File: src/rtl/conv_i2c_pkg.sv
package conv_i2c_pkg;
    localparam int BYTE_BITS = 8;
    localparam int SEL_W     = 2;
    localparam int PREFIX_W  = 7 - SEL_W;
    localparam logic [PREFIX_W-1:0] ADDR_PREFIX = 5'b10010;

    typedef enum logic [2:0] {
        ST_IDLE,
        ST_ADDR,
        ST_ADDR_ACK,
        ST_WR_DATA,
        ST_WR_ACK,
        ST_RD_DATA,
        ST_RD_ACK,
        ST_SKIP
    } slave_state_e;

    typedef struct packed {
        logic       se;
        logic [2:0] chan;
        logic [1:0] pwr;
    } cmd_fields_t;
endpackage

File: src/rtl/i2c_bus_sampler.sv
module i2c_bus_sampler #(
    parameter int SYNC_STAGES = 2
) (
    input  logic clk,
    input  logic rst_n,
    input  logic scl_in,
    input  logic sda_in,
    output logic scl_rise,
    output logic scl_fall,
    output logic sda_s,
    output logic start_det,
    output logic stop_det
);
    logic [SYNC_STAGES-1:0] scl_sync_q, sda_sync_q;
    logic                   scl_prev_q, sda_prev_q;
    logic                   scl_s;

    always_ff @(posedge clk or negedge rst_n) begin
        if (!rst_n) begin
            scl_sync_q <= '1;
            sda_sync_q <= '1;
            scl_prev_q <= 1'b1;
            sda_prev_q <= 1'b1;
        end else begin
            scl_sync_q <= {scl_sync_q[SYNC_STAGES-2:0], scl_in};
            sda_sync_q <= {sda_sync_q[SYNC_STAGES-2:0], sda_in};
            scl_prev_q <= scl_sync_q[SYNC_STAGES-1];
            sda_prev_q <= sda_sync_q[SYNC_STAGES-1];
        end
    end

    assign scl_s     = scl_sync_q[SYNC_STAGES-1];
    assign sda_s     = sda_sync_q[SYNC_STAGES-1];
    assign scl_rise  = scl_s & ~scl_prev_q;
    assign scl_fall  = ~scl_s & scl_prev_q;
    assign start_det = scl_s & scl_prev_q & sda_prev_q & ~sda_s;
    assign stop_det  = scl_s & scl_prev_q & ~sda_prev_q & sda_s;
endmodule

File: src/rtl/conv_cmd_reg.sv
module conv_cmd_reg
    import conv_i2c_pkg::*;
#(
    parameter int DATA_W = BYTE_BITS
) (
    input  logic              clk,
    input  logic              rst_n,
    input  logic              wr_en,
    input  logic [DATA_W-1:0] wr_byte,
    output cmd_fields_t       cmd
);
    localparam int FIELD_W = $bits(cmd_fields_t);

    cmd_fields_t cmd_q;

    always_ff @(posedge clk or negedge rst_n) begin
        if (!rst_n)
            cmd_q <= '0;
        else if (wr_en)
            cmd_q <= cmd_fields_t'(wr_byte[DATA_W-1 -: FIELD_W]);
    end

    assign cmd = cmd_q;

    // command holds unless a full byte was written
    a_r7_cmd_hold: assert property (@(posedge clk) disable iff (!rst_n)
        !$past(wr_en) |-> $stable(cmd_q));
endmodule

File: src/rtl/conv_slave_fsm.sv
module conv_slave_fsm
    import conv_i2c_pkg::*;
#(
    parameter int RES_W = 16
) (
    input  logic                 clk,
    input  logic                 rst_n,
    input  logic [SEL_W-1:0]     sel_pins,
    input  logic [RES_W-1:0]     result_in,
    input  logic                 scl_rise,
    input  logic                 scl_fall,
    input  logic                 sda_s,
    input  logic                 start_det,
    input  logic                 stop_det,
    output logic                 sda_pull,
    output logic                 cmd_we,
    output logic [BYTE_BITS-1:0] cmd_byte
);
    localparam int CNT_W = $clog2(BYTE_BITS + 1);
    localparam logic [CNT_W-1:0] CNT_FULL = CNT_W'(BYTE_BITS);
    localparam logic [CNT_W-1:0] CNT_LAST = CNT_W'(BYTE_BITS - 1);

    slave_state_e          state_q, state_d;
    logic [CNT_W-1:0]      cnt_q;
    logic [BYTE_BITS-1:0]  sh_q, tx_q;
    logic [RES_W-1:0]      res_q;
    logic [SEL_W-1:0]      sel_q;
    logic                  sel_ok_q, rw_q, mack_q;
    logic                  addr_hit, byte_done;

    assign addr_hit  = (sh_q[BYTE_BITS-1:1] == {ADDR_PREFIX, sel_q});
    assign byte_done = scl_fall && (cnt_q == CNT_FULL);

    // next-state logic
    always_comb begin
        state_d = state_q;
        if (start_det)
            state_d = ST_ADDR;
        else if (stop_det)
            state_d = ST_IDLE;
        else begin
            unique case (state_q)
                ST_IDLE, ST_SKIP: state_d = state_q;
                ST_ADDR:     if (byte_done) state_d = addr_hit ? ST_ADDR_ACK : ST_SKIP;
                ST_ADDR_ACK: if (scl_fall)  state_d = rw_q ? ST_RD_DATA : ST_WR_DATA;
                ST_WR_DATA:  if (byte_done) state_d = ST_WR_ACK;
                ST_WR_ACK:   if (scl_fall)  state_d = ST_WR_DATA;
                ST_RD_DATA:  if (scl_fall && cnt_q == CNT_LAST) state_d = ST_RD_ACK;
                ST_RD_ACK:   if (scl_fall)  state_d = mack_q ? ST_RD_DATA : ST_SKIP;
                default:     state_d = ST_IDLE;
            endcase
        end
    end

    // state register
    always_ff @(posedge clk or negedge rst_n) begin
        if (!rst_n) state_q <= ST_IDLE;
        else        state_q <= state_d;
    end

    // strap capture, once after reset
    always_ff @(posedge clk or negedge rst_n) begin
        if (!rst_n) begin
            sel_q    <= '0;
            sel_ok_q <= 1'b0;
        end else if (!sel_ok_q) begin
            sel_q    <= sel_pins;
            sel_ok_q <= 1'b1;
        end
    end

    // datapath: bit counter, shifters, captured result
    always_ff @(posedge clk or negedge rst_n) begin
        if (!rst_n) begin
            cnt_q  <= '0;
            sh_q   <= '0;
            tx_q   <= '1;
            res_q  <= '0;
            rw_q   <= 1'b0;
            mack_q <= 1'b0;
        end else if (start_det || stop_det) begin
            cnt_q <= '0;
        end else begin
            unique case (state_q)
                ST_ADDR, ST_WR_DATA: begin
                    if (scl_rise && cnt_q < CNT_FULL) begin
                        sh_q  <= {sh_q[BYTE_BITS-2:0], sda_s};
                        cnt_q <= cnt_q + 1'b1;
                    end
                    if (state_q == ST_ADDR && byte_done && addr_hit) begin
                        rw_q  <= sh_q[0];
                        res_q <= result_in;
                    end
                end
                ST_ADDR_ACK: begin
                    if (scl_fall) begin
                        cnt_q <= '0;
                        tx_q  <= res_q[RES_W-1 -: BYTE_BITS];
                    end
                end
                ST_WR_ACK: begin
                    if (scl_fall) cnt_q <= '0;
                end
                ST_RD_DATA: begin
                    if (scl_fall) begin
                        if (cnt_q == CNT_LAST) begin
                            cnt_q <= '0;
                        end else begin
                            tx_q  <= {tx_q[BYTE_BITS-2:0], 1'b1};
                            cnt_q <= cnt_q + 1'b1;
                        end
                    end
                end
                ST_RD_ACK: begin
                    if (scl_rise) mack_q <= ~sda_s;
                    if (scl_fall) begin
                        tx_q  <= res_q[BYTE_BITS-1:0];
                        cnt_q <= '0;
                    end
                end
                ST_IDLE, ST_SKIP: cnt_q <= '0;
                default: cnt_q <= '0;
            endcase
        end
    end

    // outputs
    always_comb begin
        sda_pull = 1'b0;
        cmd_we   = 1'b0;
        cmd_byte = sh_q;
        unique case (state_q)
            ST_ADDR_ACK, ST_WR_ACK: sda_pull = 1'b1;
            ST_RD_DATA:             sda_pull = ~tx_q[BYTE_BITS-1];
            ST_WR_DATA:             cmd_we   = byte_done && !start_det && !stop_det;
            default:                sda_pull = 1'b0;
        endcase
    end

    // START always restarts address reception from bit zero
    a_r10_start_restarts: assert property (@(posedge clk) disable iff (!rst_n)
        start_det |=> (state_q == ST_ADDR && cnt_q == '0));

    // STOP returns to idle
    a_r11_stop_idles: assert property (@(posedge clk) disable iff (!rst_n)
        (stop_det && !start_det) |=> (state_q == ST_IDLE && !sda_pull));

    // acknowledge is held until the SCL fall
    a_r5_ack_held: assert property (@(posedge clk) disable iff (!rst_n)
        ((state_q == ST_ADDR_ACK || state_q == ST_WR_ACK) && !scl_fall && !start_det && !stop_det)
        |=> sda_pull);

    // straps never change once captured
    a_r3_sel_stable: assert property (@(posedge clk) disable iff (!rst_n)
        (sel_ok_q && $past(sel_ok_q)) |-> $stable(sel_q));

    // an ignored transfer never pulls the line on the next cycle
    a_r4_skip_quiet: assert property (@(posedge clk) disable iff (!rst_n)
        (state_q == ST_SKIP && !start_det) |=> !sda_pull);
endmodule

File: src/rtl/conv_i2c_front.sv
module conv_i2c_front
    import conv_i2c_pkg::*;
#(
    parameter int RES_W = 16
) (
    input  logic             clk,
    input  logic             rst_n,
    input  logic             scl_in,
    input  logic             sda_in,
    input  logic [SEL_W-1:0] sel_pins,
    input  logic [RES_W-1:0] result_in,
    output logic             sda_pull,
    output logic             cmd_se,
    output logic [2:0]       cmd_chan,
    output logic [1:0]       cmd_pwr
);
    logic                 scl_rise, scl_fall, sda_s, start_det, stop_det;
    logic                 cmd_we;
    logic [BYTE_BITS-1:0] cmd_byte;
    cmd_fields_t          cmd;

    i2c_bus_sampler #(.SYNC_STAGES(2)) u_sampler (
        .clk       (clk),
        .rst_n     (rst_n),
        .scl_in    (scl_in),
        .sda_in    (sda_in),
        .scl_rise  (scl_rise),
        .scl_fall  (scl_fall),
        .sda_s     (sda_s),
        .start_det (start_det),
        .stop_det  (stop_det)
    );

    conv_slave_fsm #(.RES_W(RES_W)) u_fsm (
        .clk       (clk),
        .rst_n     (rst_n),
        .sel_pins  (sel_pins),
        .result_in (result_in),
        .scl_rise  (scl_rise),
        .scl_fall  (scl_fall),
        .sda_s     (sda_s),
        .start_det (start_det),
        .stop_det  (stop_det),
        .sda_pull  (sda_pull),
        .cmd_we    (cmd_we),
        .cmd_byte  (cmd_byte)
    );

    conv_cmd_reg #(.DATA_W(BYTE_BITS)) u_cmd (
        .clk     (clk),
        .rst_n   (rst_n),
        .wr_en   (cmd_we),
        .wr_byte (cmd_byte),
        .cmd     (cmd)
    );

    assign cmd_se   = cmd.se;
    assign cmd_chan = cmd.chan;
    assign cmd_pwr  = cmd.pwr;
endmodule

File: config.mk
export PLATFORM = sky130hd
export DESIGN_NAME = conv_i2c_front
export DESIGN_NICKNAME = d
export VERILOG_FILES = /design/src/rtl/conv_i2c_pkg.sv /design/src/rtl/i2c_bus_sampler.sv /design/src/rtl/conv_cmd_reg.sv /design/src/rtl/conv_slave_fsm.sv /design/src/rtl/conv_i2c_front.sv
export SDC_FILE = /design/constraint.sdc
export NUM_CORES = 1
export LEC_CHECK = 0
export CAP_MARGIN = 20
export CORE_UTILIZATION = 58
export CTS_BUF_LIST = sky130_fd_sc_hd__clkbuf_8
export DETAILED_ROUTE_END_ITERATION = 8
export PLACE_DENSITY = 0.93
export SYNTH_ARGS = -nofsm -noshare
export SYNTH_HDL_FRONTEND = slang
export SYNTH_SLANG_ARGS = --single-unit
File: constraint.sdc
create_clock -name clk -period 2.55 [get_ports clk]
set_input_delay 0.3825 -clock clk [delete_from_list [all_inputs] [get_ports clk]]
set_output_delay 0.3825 -clock clk [all_outputs]
set_load 0.005 [all_outputs]
==> results of run 1 <==
-- area by class of cell --
| cell class | count | area share, % |
|---|---|---|
| inverters | 6 | 0.723 |
| clock inverters | 1 | 0.964 |
| flip-flops and latches | 56 | 45.6 |
| well taps | 52 | 2.09 |
| multi-input cells | 156 | 36.4 |
| clock buffers | 7 | 3.09 |
| repair buffers | 37 | 11.1 |
-- path summary, 6_finish.rpt --
kind                                         start                       to  cells past startpoint
setup / recovery                  u_fsm.state_q[1]                 sda_pull                      4
hold / removal             u_sampler.sda_sync_q[0]  u_sampler.sda_sync_q[1]                      0
setup reg to reg                 u_fsm.cmd_byte[6]           u_fsm.res_q[8]                      5
hold reg to reg            u_sampler.sda_sync_q[0]  u_sampler.sda_sync_q[1]                      0
max in group asynchronous                    rst_n     u_sampler.scl_prev_q                      3
min in group asynchronous                    rst_n          u_fsm.res_q[12]                      2
-- what timing repair did --
| item | in CTS | in global routing |
|---|---|---|
| setup endpoints to repair | 0 | 1 |
| hold buffers | 1 | 0 |
| endpoints found under the hold margin | 8 | 0 |
| resized for setup | 0 | 1 |
-- sequential cells by signal, summed over array words and instances (netlist names) --
| name | flops |
|---|---|
| u_sampler.scl_prev_q | 1 |
| u_fsm.sel_ok_q | 1 |
| u_sampler.sda_sync_q | 2 |
| u_fsm.mack_q | 1 |
| u_cmd.cmd | 6 |
| u_fsm.sel_q | 2 |
| u_fsm.cmd_byte | 8 |
| u_fsm.tx_q | 8 |
| u_fsm.res_q | 16 |
| u_fsm.rw_q | 1 |
| u_sampler.sda_prev_q | 1 |
| u_sampler.scl_sync_q | 2 |
| u_fsm.state_q | 3 |
| u_fsm.cnt_q | 4 |
-- cell usage after synthesis --
library cell	instances	area (um^2)
a211oi_1	3	22.5
a21o_1	1	7.51
a21o_2	1	8.76
a21oi_1	12	60.1
a31oi_1	2	12.5
and2b_2	1	8.76
and3_1	1	6.26
and3b_1	1	8.76
and3b_2	1	10.0
buf_12	1	20.0
buf_6	1	11.3
clkbuf_1	8	30.0
clkbuf_2	1	5.00
conb_1	1	3.75
dfrtp_1	42	1050
dfstp_2	14	368
ha_1	2	25.0
inv_1	6	22.5
mux2_2	24	270
mux2_4	10	150
nand2_1	27	101
nand2b_1	4	25.0
nand3_1	4	20.0
nand4_1	1	6.26
nand4b_1	1	8.76
nor2_1	7	26.3
nor2b_1	1	6.26
nor3_1	1	5.00
nor3b_1	2	15.0
nor4b_2	2	30.0
nor4bb_1	1	10.0
o21ai_0	22	110
o21bai_1	1	7.51
o22a_1	1	8.76
o22ai_1	8	50.1
o2bb2ai_1	1	8.76
o311a_1	1	10.0
o31ai_1	2	15.0
o32a_1	1	10.0
or3_1	1	6.26
or3b_2	1	8.76
or4_1	2	15.0
or4b_2	1	10.0
xnor2_1	3	26.3
-- power by group through the flow --
stage	clock (mW)	combinational (mW)	sequential (mW)
floorplan	0	0.540	1.20
global placement	0	0.668	1.24
detailed placement	0	0.714	1.26
CTS	0.639	0.724	1.24
global route	0.673	0.819	1.27
finish	0.630	0.733	1.25
-- per-stage QoR --
stage	setup slack [ns]	util [%]
after floorplan	0.579	-
after global placement	0.464	68.4
after detailed placement	0.441	68.4
after CTS	0.0742	71.5
after global routing	0.151	71.5
final	0.232	71.5
-- layer usage --
layer  share of wire [%]  wire (um)
met5                   0          0
met4                 2.0        110
met3                 6.0        328
met2                  50       2740
met1                  42       2300
-- logic make-up (layout without fill, tap and decap cells) --
| kind of cell | Yosys count | in the layout |
|---|---|---|
| and+or+nand+nor | 60 | 60 |
| buffers and inverters | 17 | 51 |
| other | 1 | 1 |
| DFF | 56 | 56 |
| xor gates and xnor gates | 3 | 3 |
| AOI/OAI and AO/OA | 56 | 56 |
| muxes | 34 | 34 |
| adders and majority gates | 2 | 2 |
-- critical path, stage by stage, from the launching register on --
cell and delay [ns]:
dfrtp_2 0.56, nand2b_1 0.13, buf_4 0.20, o21ai_0 0.20
clkdlybuf4s50_1 0.53
==> results.py, run 1 <==
metrics = {
    "floorplan": {
        "core-area_um2": 4350,
        "die_x_um": 69.5,
        "dieArea_um2": 4830,
        "start_util_pct": 60.7,
        "die_height_um": 69.5,
        "rows": 24,
        "pin_count": 29,
    },
    "global_route": {
        "gr-max-usage-layer": "met2",
        "grt_pass1_wl_um": 9330,
        "antenna_found_initial": 0,
        "grt_max_degree": 26,
        "grtUsageTotal_pct": 24.9,
        "grt_use_met1_pct": 34.2,
        "gr-usage-met3_pct": 6.69,
        "grtUsageMet2_pct": 38.6,
        "grt_pass1_vias": 1905,
        "grt.overflow.total": 0,
    },
    "yosys": {
        "avgSynthCellArea_um2": 11.5,
        "synthAdderAreaFrac_pct": 0.947,
        "ys_seq_elements": 56,
        "synth_mux_area_share_pct": 15.9,
        "ys_seq_area_share_pct": 53.7,
        "netlist_area_um2": 2640,
        "synth_top_family_by_area": "multiplexers",
        "ys_warn_count": 0,
        "synth-simple-area-share_pct": 12.4,
        "synthCells": 229,
        "synth-xor-area-share_pct": 0.994,
        "synth_fp_nets": 253,
        "ys_types": 44,
        "synth_compound_area_share_pct": 12.5,
    },
    "timing": {
        "fmax_ghz": 0.431,
        "worst_clock_skew_ns": 0.00871,
        "hold_ws_ns": 0.360,
        "finalSetupViolCount": 0,
        "slew_violations": 0,
        "worstMarginPinSlew_ns": 0.701,
        "hold_viol_final": 0,
        "fin_crit_ns": 2.32,
        "fin_setup_tns_ns": 0,
        "max-slew-margin-rel_pct": 53.1,
        "rsz0062_at_grt": "false",
        "layout_worst_path_cycle_share_pct": 90.9,
    },
    "finish": {
        "layout-drive-gt1-share_pct": 27.8,
        "most-common-layout-cells": "dfrtp_1, nand2_1, clkdlybuf4s50_1, mux2_2, o21ai_0",
        "finalInstanceArea_um2": 3110,
        "seq_area_um2": 1420,
        "layout_commonest_cell": "dfrtp_1",
        "multi_input_area_um2": 1130,
        "layout.cells.non_filler": 315,
        "n_antenna_cell": 0,
        "layout.nets": 286,
        "n_fill_cell": 277,
        "area_delta_synth_final_pct": 17.9,
    },
    "setup_path": {
        "crit_type": "flop to output port",
        "setup.worst_path.start_class": "flop",
        "crit_path_max_fanout": 18,
        "ff2ff_setup_slack_ns": 0.43,
        "crit_required_ns": 2.17,
        "arrival_ns": 1.94,
        "critPathCaptureType": "output port",
    },
    "power_and_ir_drop": {
        "netSwitchingPower_mw": 0.831,
        "combPwrFrac_pct": 28.1,
        "leakagePower_nw": 1.33,
        "pwr-share-seq_pct": 47.8,
        "power_density_nw_per_um2": 838,
        "power_mw": 2.61,
        "internal_power_mw": 1.78,
        "switching_share_pct": 31.8,
        "p_clk_share_pct": 24.1,
        "peakVddDrop_v": 0.000601,
    },
    "routing": {
        "drt-vias-per-instance": 6.20,
        "post-route-drc-count": 0,
        "ant_nets": 0,
        "detailedRoute.firstPassIterationCount": 4,
        "vias": 1953,
        "routed_wirelength_um": 5480,
        "routedWlPerCell_um": 17.4,
        "drt_iter0_markers": 146,
    },
    "clock_network": {
        "numCtsBuffers": 5,
        "cts_root_buf": "clkbuf_8",
        "post_cts_buffers": 0,
        "worstSkewPairLatency_ns": 0.31,
        "htreeDepth": 2,
        "clk_pin_slew_ns": 0.10,
        "clockBufferDepth": 2,
        "cts_sinks": 56,
        "cts_tree": "yes",
    },
    "place": {
        "dp_hpwl_um": 3830,
        "port_buffers": 28,
        "place_congestion": 0.912,
        "placedCellCount": 306,
        "placedInstanceArea_um2": 2980,
    },
    "flow_run": {
        "drv_cap": 0,
    },
    "hold_path": {
        "hold_class": "flop to flop",
    },
    "outcome": {
        "run_status": "completed",
    },
}
Power figures use the tool's default switching activity.
==> run 2: changes to the inputs <==
Clock period 2.55 ns to 2.45 ns, I/O delays scaled along.
==> results.py, run 2 (synthesized netlist as in run 1, its figures left out) <==
metrics = {
    "clock_network": {
        "clk_pin_slew_ns": 0.10,
        "worstSkewPairLatency_ns": 0.31,
        "post_cts_buffers": 0,
        "clockBufferDepth": 2,
        "cts_resized": 0,
        "cts_sinks": 56,
        "holdBufCountCts": 0,
        "htreeDepth": 2,
        "cts_root_buf": "clkbuf_8",
        "cts_tree": "yes",
        "numCtsBuffers": 5,
    },
    "routing": {
        "drt-vias-per-instance": 6.01,
        "ant_nets": 0,
        "drt_iter0_markers": 193,
        "post-route-drc-count": 0,
        "detailedRoute.firstPassIterationCount": 5,
        "routedWlPerCell_um": 17.2,
        "routed_wirelength_um": 5400,
        "vias": 1886,
    },
    "timing": {
        "fmax_ghz": 0.451,
        "rsz0062_at_grt": "false",
        "max-slew-margin-rel_pct": 54.4,
        "finalSetupViolCount": 0,
        "hold_viol_final": 0,
        "hold_ws_ns": 0.153,
        "fin_setup_tns_ns": 0,
        "worstMarginPinSlew_ns": 0.684,
        "fin_crit_ns": 2.22,
        "slew_violations": 0,
        "layout_worst_path_cycle_share_pct": 90.5,
        "worst_clock_skew_ns": 0.00731,
    },
    "floorplan": {
        "dieArea_um2": 4830,
        "pin_count": 29,
        "start_util_pct": 60.7,
        "core-area_um2": 4350,
        "rows": 24,
        "die_x_um": 69.5,
        "die_height_um": 69.5,
    },
    "finish": {
        "area_delta_synth_final_pct": 16.3,
        "layout_commonest_cell": "dfrtp_1",
        "finalInstanceArea_um2": 3070,
        "n_fill_cell": 292,
        "regMostFlops": "u_fsm.res_q",
        "most-common-layout-cells": "dfrtp_1, nand2_1, clkdlybuf4s50_1, mux2_2, o21ai_0",
        "layout-drive-gt1-share_pct": 27.5,
        "seq_area_um2": 1420,
        "multi_input_area_um2": 1130,
        "largest_register_ff_count": 16,
        "n_antenna_cell": 0,
        "layout.nets": 285,
    },
    "place": {
        "placedInstanceArea_um2": 2980,
        "place_congestion": 0.900,
        "dp_hpwl_um": 3730,
        "port_buffers": 28,
    },
    "setup_path": {
        "arrival_ns": 1.85,
        "cp_top_family": "buffers and inverters",
        "worstPathCellList": "nand2b_1 > buf_4 > o21ai_0 > clkdlybuf4s50_1",
        "setup.worst_path.start_class": "flop",
        "crit_required_ns": 2.08,
        "critPathCaptureType": "output port",
        "cp_slowest_cell": "clkdlybuf4s50_1",
        "crit_path_max_fanout": 12,
        "crit_type": "flop to output port",
        "max_stage_delay_ns": 0.52,
        "critPathBufInv": 2,
    },
    "global_route": {
        "grt.overflow.total": 0,
        "grt_max_degree": 57,
        "grtUsageTotal_pct": 24.3,
        "grt_pass1_vias": 1920,
        "grt_pass1_wl_um": 9160,
        "antenna_found_initial": 0,
    },
    "power_and_ir_drop": {
        "power_density_nw_per_um2": 839,
        "peakVddDrop_v": 0.000533,
        "leakagePower_nw": 1.31,
    },
    "flow_run": {
        "drv_cap": 0,
    },
    "hold_path": {
        "hold_class": "input pin to asynchronous set/reset pin",
    },
    "outcome": {
        "run_status": "completed",
    },
}
## run 2: cell types whose count changed in the layout (fill, tap and decap cells not counted), sizes merged
cell,previous run,this run
bufinv,1,0
clkbuf,7,6
clkinv,0,1
dlygate4sd3,1,0
inv,6,7
## run 2: report_power, final
group	total [mW]	switching, mW	internal [mW]
clock network	0.527	0.296	0.232
logic	0.747	0.389	0.357
registers	1.31	0.168	1.14
## run 2: routing by layer
metal  vias up  wire length (um)  GRT usage (%)
met5         -                 0              0
li1        885                 -              -
met1       919              2340           32.9
met4         0               128           8.16
met2        64              2650           38.7
met3        18               277           5.67
## run 2: worst reg2reg max path: stages, from the launching register on
cell and delay, ns:
dfrtp_1 0.43, nor4b_2 0.31, nand4_1 0.22, or4_1 0.53, buf_4 0.25, mux2_4 0.34
## run 2: final cells by class
class / instances / share of cell area, %
repair buffers: 36 / 10.9
flip-flops and latches: 56 / 46.2
well taps: 52 / 2.12
inverters: 6 / 0.733
clock inverters: 2 / 0.448
clock buffers: 6 / 2.69
multi-input cells: 156 / 36.9
## run 2: per-stage QoR
| step | instances | setup slack (ns) | util (%) | power [mW] |
|---|---|---|---|---|
| 3_3_place_gp | 306 | 0.361 | 68.4 | 2.00 |
| 6_report | 314 | 0.234 | 70.6 | 2.58 |
| 3_5_place_dp | 306 | 0.265 | 68.4 | 2.05 |
| 5_1_grt | 314 | 0.0985 | 70.6 | 2.75 |
| 4_1_cts | 314 | 0.225 | 70.6 | 2.60 |
| 2_1_floorplan | 229 | 0.479 | - | 1.81 |
## run 2: final timing paths
check	from	to	slack (ns)	depth (start not counted)
hold / removal	rst_n	u_fsm.res_q[3]	0.15	2
hold reg to reg	u_sampler.scl_sync_q[0]	u_sampler.scl_sync_q[1]	0.36	0
setup reg to reg	u_fsm.cmd_byte[3]	u_fsm.res_q[7]	0.26	5
setup / recovery	u_fsm.state_q[0]	sda_pull	0.23	4
min in group clk	u_sampler.scl_sync_q[0]	u_sampler.scl_sync_q[1]	0.36	0
max in group asynchronous	rst_n	u_fsm.res_q[10]	1.82	2
